[config.mk]
export PLATFORM = sky130hd
export DESIGN_NAME = shared_band_sel
export DESIGN_NICKNAME = d
export VERILOG_FILES = /design/src/rtl/sbs_pkg.sv /design/src/rtl/sbs_commit_slot.sv /design/src/rtl/sbs_src_pick.sv /design/src/rtl/sbs_band_cmp.sv /design/src/rtl/shared_band_sel.sv
export SDC_FILE = /design/constraint.sdc
export NUM_CORES = 1
export LEC_CHECK = 0
export BUFFER_PORTS_ARGS = -buffer_cell sky130_fd_sc_hd__buf_2
export CORE_UTILIZATION = 50
export DETAILED_ROUTE_END_ITERATION = 16
export PLACE_DENSITY = 0.7
export SETUP_SLACK_MARGIN = 0.5
export SLEW_MARGIN = 15
export SYNTH_ARGS = -nofsm -noshare
export SYNTH_HDL_FRONTEND = slang
export SYNTH_SLANG_ARGS = --single-unit
[constraint.sdc]
create_clock -name clk -period 2.9 [get_ports clk]
set_input_delay 0.145 -clock clk [delete_from_list [all_inputs] [get_ports clk]]
set_output_delay 0.145 -clock clk [all_outputs]
set_load 0.02 [all_outputs]
[src/rtl/sbs_pkg.sv]
package sbs_pkg;

    typedef enum logic [2:0] {
        REG_BEG_HI = 3'd0,
        REG_BEG_LO = 3'd1,
        REG_END_HI = 3'd2,
        REG_END_LO = 3'd3,
        REG_SRC    = 3'd4,
        REG_CTRL   = 3'd5
    } sbs_reg_e;

    localparam int CTRL_ASYNC_BIT = 0;

endpackage

[src/rtl/sbs_commit_slot.sv]
module sbs_commit_slot #(
    parameter int W = 9
) (
    input  logic         clk,
    input  logic         rst_n,
    input  logic         load,
    input  logic [W-1:0] load_val,
    input  logic         immediate,
    input  logic         field_start,
    output logic [W-1:0] live
);

    typedef struct packed {
        logic [W-1:0] live;
        logic [W-1:0] shadow;
        logic         waiting;
    } slot_t;

    slot_t st_d, st_q;

    always_comb begin
        st_d = st_q;
        if (field_start && st_q.waiting) begin
            st_d.live    = st_q.shadow;
            st_d.waiting = 1'b0;
        end
        if (load) begin
            if (immediate) begin
                st_d.live    = load_val;
                st_d.waiting = 1'b0;
            end else begin
                st_d.shadow  = load_val;
                st_d.waiting = 1'b1;
            end
        end
    end

    always_ff @(posedge clk or negedge rst_n) begin
        if (!rst_n) begin
            st_q <= '0;
        end else begin
            st_q <= st_d;
        end
    end

    assign live = st_q.live;

endmodule

[src/rtl/sbs_src_pick.sv]
module sbs_src_pick #(
    parameter int NUM_CH = 8,
    parameter int OWN_CH = 3,
    localparam int CH_W  = (NUM_CH > 1) ? $clog2(NUM_CH) : 1
) (
    input  logic [NUM_CH-1:0] mask,
    output logic              found,
    output logic [CH_W-1:0]   pick
);

    logic [NUM_CH-1:0] kept;

    generate
        for (genvar g = 0; g < NUM_CH; g++) begin : g_par
            if ((g % 2) == (OWN_CH % 2)) begin : g_keep
                assign kept[g] = mask[g];
            end else begin : g_drop
                assign kept[g] = 1'b0;
            end
        end
    endgenerate

    always_comb begin
        found = 1'b0;
        pick  = '0;
        for (int i = NUM_CH - 1; i >= 0; i--) begin
            if (kept[i]) begin
                found = 1'b1;
                pick  = CH_W'(i);
            end
        end
    end

endmodule

[src/rtl/sbs_band_cmp.sv]
module sbs_band_cmp #(
    parameter int LINE_W    = 9,
    parameter int NTSC_LAST = 483,
    parameter int PAL_LAST  = 511
) (
    input  logic [LINE_W-1:0] beg_line,
    input  logic [LINE_W-1:0] end_line,
    input  logic [LINE_W-1:0] line_num,
    input  logic              std_pal,
    output logic              in_band
);

    localparam logic [LINE_W-1:0] NTSC_LIM = LINE_W'(NTSC_LAST);
    localparam logic [LINE_W-1:0] PAL_LIM  = LINE_W'(PAL_LAST);

    logic [LINE_W-1:0] lim;
    logic              legal;

    always_comb begin
        lim     = std_pal ? PAL_LIM : NTSC_LIM;
        legal   = (line_num <= lim);
        in_band = legal && (line_num >= beg_line) && (line_num <= end_line);
    end

endmodule

[src/rtl/shared_band_sel.sv]
module shared_band_sel #(
    parameter int NUM_CH    = 8,
    parameter int OWN_CH    = 3,
    parameter int LINE_W    = 9,
    parameter int NTSC_LAST = 483,
    parameter int PAL_LAST  = 511,
    localparam int CH_W     = (NUM_CH > 1) ? $clog2(NUM_CH) : 1,
    localparam int HI_W     = LINE_W - 8
) (
    input  logic              clk,
    input  logic              rst_n,
    input  logic              wr_en,
    input  logic [2:0]        wr_addr,
    input  logic [7:0]        wr_data,
    input  logic              field_start,
    input  logic [LINE_W-1:0] line_num,
    input  logic              std_pal,
    output logic              share_hit,
    output logic [CH_W-1:0]   data_ch
);
    import sbs_pkg::*;

    typedef struct packed {
        logic [HI_W-1:0] beg_hi;
        logic [HI_W-1:0] end_hi;
        logic            async_mode;
    } bus_t;

    bus_t bus_d, bus_q;

    logic              ld_beg, ld_end, ld_src;
    logic [LINE_W-1:0] beg_val, end_val;
    logic [LINE_W-1:0] live_line [2];
    logic [LINE_W-1:0] act_beg, act_end;
    logic [NUM_CH-1:0] act_src;
    logic              src_found, in_band;
    logic [CH_W-1:0]   src_idx;
    logic [HI_W-1:0]   beg_hi_w;
    logic              async_w;

    always_comb begin
        bus_d  = bus_q;
        ld_beg = 1'b0;
        ld_end = 1'b0;
        ld_src = 1'b0;
        if (wr_en) begin
            unique case (wr_addr)
                REG_BEG_HI: bus_d.beg_hi     = wr_data[HI_W-1:0];
                REG_BEG_LO: ld_beg           = 1'b1;
                REG_END_HI: bus_d.end_hi     = wr_data[HI_W-1:0];
                REG_END_LO: ld_end           = 1'b1;
                REG_SRC:    ld_src           = 1'b1;
                REG_CTRL:   bus_d.async_mode = wr_data[CTRL_ASYNC_BIT];
                default: ;
            endcase
        end
        beg_val = {bus_q.beg_hi, wr_data};
        end_val = {bus_q.end_hi, wr_data};
    end

    always_ff @(posedge clk or negedge rst_n) begin
        if (!rst_n) begin
            bus_q <= '0;
        end else begin
            bus_q <= bus_d;
        end
    end

    generate
        for (genvar k = 0; k < 2; k++) begin : g_line_slot
            sbs_commit_slot #(.W(LINE_W)) u_slot (
                .clk        (clk),
                .rst_n      (rst_n),
                .load       ((k == 0) ? ld_beg : ld_end),
                .load_val   ((k == 0) ? beg_val : end_val),
                .immediate  (bus_q.async_mode),
                .field_start(field_start),
                .live       (live_line[k])
            );
        end
    endgenerate

    sbs_commit_slot #(.W(NUM_CH)) u_src_slot (
        .clk        (clk),
        .rst_n      (rst_n),
        .load       (ld_src),
        .load_val   (wr_data[NUM_CH-1:0]),
        .immediate  (bus_q.async_mode),
        .field_start(field_start),
        .live       (act_src)
    );

    assign act_beg  = live_line[0];
    assign act_end  = live_line[1];
    assign beg_hi_w = bus_q.beg_hi;
    assign async_w  = bus_q.async_mode;

    sbs_src_pick #(.NUM_CH(NUM_CH), .OWN_CH(OWN_CH)) u_pick (
        .mask (act_src),
        .found(src_found),
        .pick (src_idx)
    );

    sbs_band_cmp #(.LINE_W(LINE_W), .NTSC_LAST(NTSC_LAST), .PAL_LAST(PAL_LAST)) u_cmp (
        .beg_line(act_beg),
        .end_line(act_end),
        .line_num(line_num),
        .std_pal (std_pal),
        .in_band (in_band)
    );

    always_comb begin
        share_hit = src_found && in_band;
        data_ch   = share_hit ? src_idx : CH_W'(OWN_CH);
    end

endmodule

==> summary.md <==
| Metric | Value |
|---|---|
| Status | completed |
| Grt ovf | 0 |
| DR pass1 iterations | 4 |
| Routed via count | 1954 |
| TritonCTS Buffers | 5 |
| Mapped Area | 0.00270 sq mm |
| Final period utilization | 83.6% |
| CP Launch Point | g_line_slot[1].u_slot.live[5]$_DFF_PN0_ |
| Clock sink count | 50 |
| Area contributors post-synth | dfrtp_1 (46%), ha_1 (9.7%), mux2_2 (9.2%) |
| Compound-gate portion of the synthesized area | 10.1% |
| Mux cell area share after synthesis | between 10% and 20% |
| Vias in the first global route | between 1500 and 2000 |
| Tmin final | roughly 2.4 ns |
| Initial antenna violation count | 0 |
| RR Endpoint | g_line_slot[1].u_slot.live[2]$_DFF_PN0_ |
| # nets final | 332 |
| Post-synthesis simple-gate area fraction | 11.5% |
| Worst IR Drop VDD | 0.293 mV |
| Die area | 0.00570 sq mm |
| Final HPWL DP | 4.00 mm |
| Synth Register Bits | 50 |
| Synth area leader | dfrtp_1 |
| CP Capture Point | data_ch[1] |
| CP max FO | 2 |
| Final Setup Violations | 0 |
| Initial Utilization | between 50% and 60% |
| Total track usage | 21.7% |
| Width of the chip | 75.5 um |
| Total power | 0.00257 W |
| Share of layout cells above drive strength 1 | 30.7% |
| Total nets after synthesis | 300 |
| Worst Tran Pin Value | 0.869 ns |
| Area Overhead vs Synth | 17.5% |
| Root Driver | clkbuf_8 |
| RR Startpoint | async_w$_DFFE_PN0P_ |
| Gpl congestion | 0.789 |
| Global-route wire length before repair | between 8 and 9 mm |
| Final slew viol count | 0 |
| Final Skew | 0.0117 ns |
| Syn Area/Cell | 10.6 sq um |
| Leakage | 1.57 nW |
| Setup TNS | 0 ns |
| Asr flop ratio synth | 100% |
| DR vias/cell | around 5.5 |
| Drc violations | 0 |
| CP endpoint kind | output port |
| Yosys cell types | 41 |
| R2r worst-path depth | 3 |
| Row count | 26 |
| Post-route ant nets | 0 |
| Die Span Y | approximately 76 um |
| Top cells by count, synth | dfrtp_1 (50), a21oi_1 (30), nor2_1 (27) |
| Antenna diodes | 0 |
| Total core area | 0.00517 sq mm |
| Worst rel slew slack | between 40% and 50% |
| Most frequent cell after synthesis | dfrtp_1 |
| Crit start category | flip-flop |
| Ports | 29 |
| I/O Buffers | 27 |
| Max Cap Viol | 0 |
| Worst Hold Class | primary input to flip-flop |
| Routed wire length | slightly below 6 mm |
| Clk slew on worst S/H paths | 0.10 ns |
| Main combinational cell family by area after synthesis | multiplexers |
| Max clock buf depth | 2 |
| Critical path class | flip-flop to output port |
| Unrepaired setup endpoints after global routing | yes |
| Filler Cells Inserted | 446 |
| Critical path required time | 2.76 ns |
| CTS tree | done |
| CTS H-tree lvls | 2 |
| WP data arrival | between 2 and 2.5 ns |
| Pwr dens | 811 mW/mm^2 |
| Max Freq | 413 MHz |
| Post-synth EDFFs | 0 |
| Mapped Cells | 254 |
| Top cell type's share of synthesized area | 46.3% |
| R2R Setup Slk | 1.14 ns |
| Largest net degree at the start of global routing | 39 |
| Final hold viol count | 0 |
| Register area share after synthesis | around 46% |
| Xor/xnor share of the synthesized area | 0% |
| Drt wl/cell | 16.1 um |
| Clk_lat worst skew | 0.30 ns |
| Synth Area in Adders | 9.72% |
| Iteration-0 DRC Markers | 106 |
| Prevailing post-synth register cell | dfrtp_1 |
| Total of warnings raised by yosys | 0 |
routing by layer:
metal | global-route usage [%] | up-vias | wire, um
met4 | 10.3 | 0 | 122
met2 | 33.1 | 47 | 2680
met3 | 5.03 | 11 | 161
li1 | - | 953 | -
met1 | 29.4 | 943 | 2800
met5 | 0 | - | 0
report_power, final:
part	internal (W)	leakage (nW)	switching, W
combinational	0.000525	0.919	0.000504
clock	0.000193	0.0482	0.000229
sequential	0.000955	0.606	0.000169
worst min-delay path by stage:
stage	to	slack (ns)	startpoint	cells past startpoint
floorplan	async_w$_DFFE_PN0P_	-0.15	rst_n	0
global placement	g_line_slot[1].u_slot.live[1]$_DFF_PN0_	0.30	rst_n	1
detailed placement	g_line_slot[1].u_slot.st_q[8]$_DFFE_PN0P_	0.31	rst_n	1
CTS	g_line_slot[1].u_slot.st_q[5]$_DFFE_PN0P_	0.13	wr_data[4]	2
global route	g_line_slot[1].u_slot.st_q[3]$_DFFE_PN0P_	0.13	wr_data[2]	2
finish	g_line_slot[0].u_slot.st_q[5]$_DFFE_PN0P_	0.13	wr_data[4]	2
cell families after synthesis:
| kind of cell | after synthesis |
|---|---|
| buf+inv | 30 |
| simple gates | 60 |
| mux | 45 |
| flops | 50 |
| other cells | 1 |
| compound gates | 47 |
| fa+ha+maj | 21 |
registers in the layout (all words and copies together) (netlist names):
name,count
g_line_slot.u_slot.st_q,20
g_line_slot.u_slot.live,18
u_src_slot.st_q,5
u_src_slot.live,4
async_w,1
beg_hi_w,1
bus_q,1
through the flow:
| step | hold WS (ns) | util [%] | setup WS [ns] | instances | cell area [sq um] |
|---|---|---|---|---|---|
| 2_1_floorplan | -0.151 | - | 0.550 | 254 | 2700 |
| 3_3_place_gp | 0.296 | 56.0 | 0.855 | 344 | 2890 |
| 3_5_place_dp | 0.309 | 56.0 | 0.789 | 344 | 2890 |
| 4_1_cts | 0.127 | 58.2 | 0.503 | 354 | 3010 |
| 5_1_grt | 0.125 | 61.4 | 0.427 | 357 | 3170 |
| 6_report | 0.131 | 61.4 | 0.476 | 357 | 3170 |
repair_timing:
item                                    in CTS  in global routing
hold endpoints to repair                    37                  0
pin swaps                                    2                 10
hold buffers                                 1                  0
resized for setup                            4                 24
setup buffers                                1                  3
endpoints found under the setup margin       1                  2
critical path: stages, from the launching register on:
cell and delay, ns:
dfrtp_1 0.37, inv_1 0.06, ha_1 0.30, nand4_2 0.11, nor2_2 0.17, and4_1 0.23, a21oi_2 0.05, or4_4 0.54
buf_6 0.15
cells in the final DEF, fill, tap and decap left out, types with 2 or more instances in the layout:
master,count
mux2_2,22
mux2i_1,22
nor2b_1,2
buf_2,26
o21bai_1,2
nand4_1,3
inv_2,4
inv_1,18
nand3_1,2
nor3_2,2
nor3_4,2
nor2_1,26
nand2_1,11
ha_4,6
a21oi_1,27
buf_4,5
a21oi_2,3
ha_1,15
clkbuf_8,6
dfrtp_1,50
o21ai_0,3
layout make-up:
class                      instances  area, sq um  area share [%]
multi-input combinational        174         1470            46.4
tap                               70         87.6            2.76
sequential                        50         1250            39.4
timing repair buffer              33          189            5.95
inverter                          22         82.6            2.60
clock buffer                       7         86.3            2.72
clock inverter                     1         5.00           0.158
No activity file was read; power rests on OpenSTA's default activity.
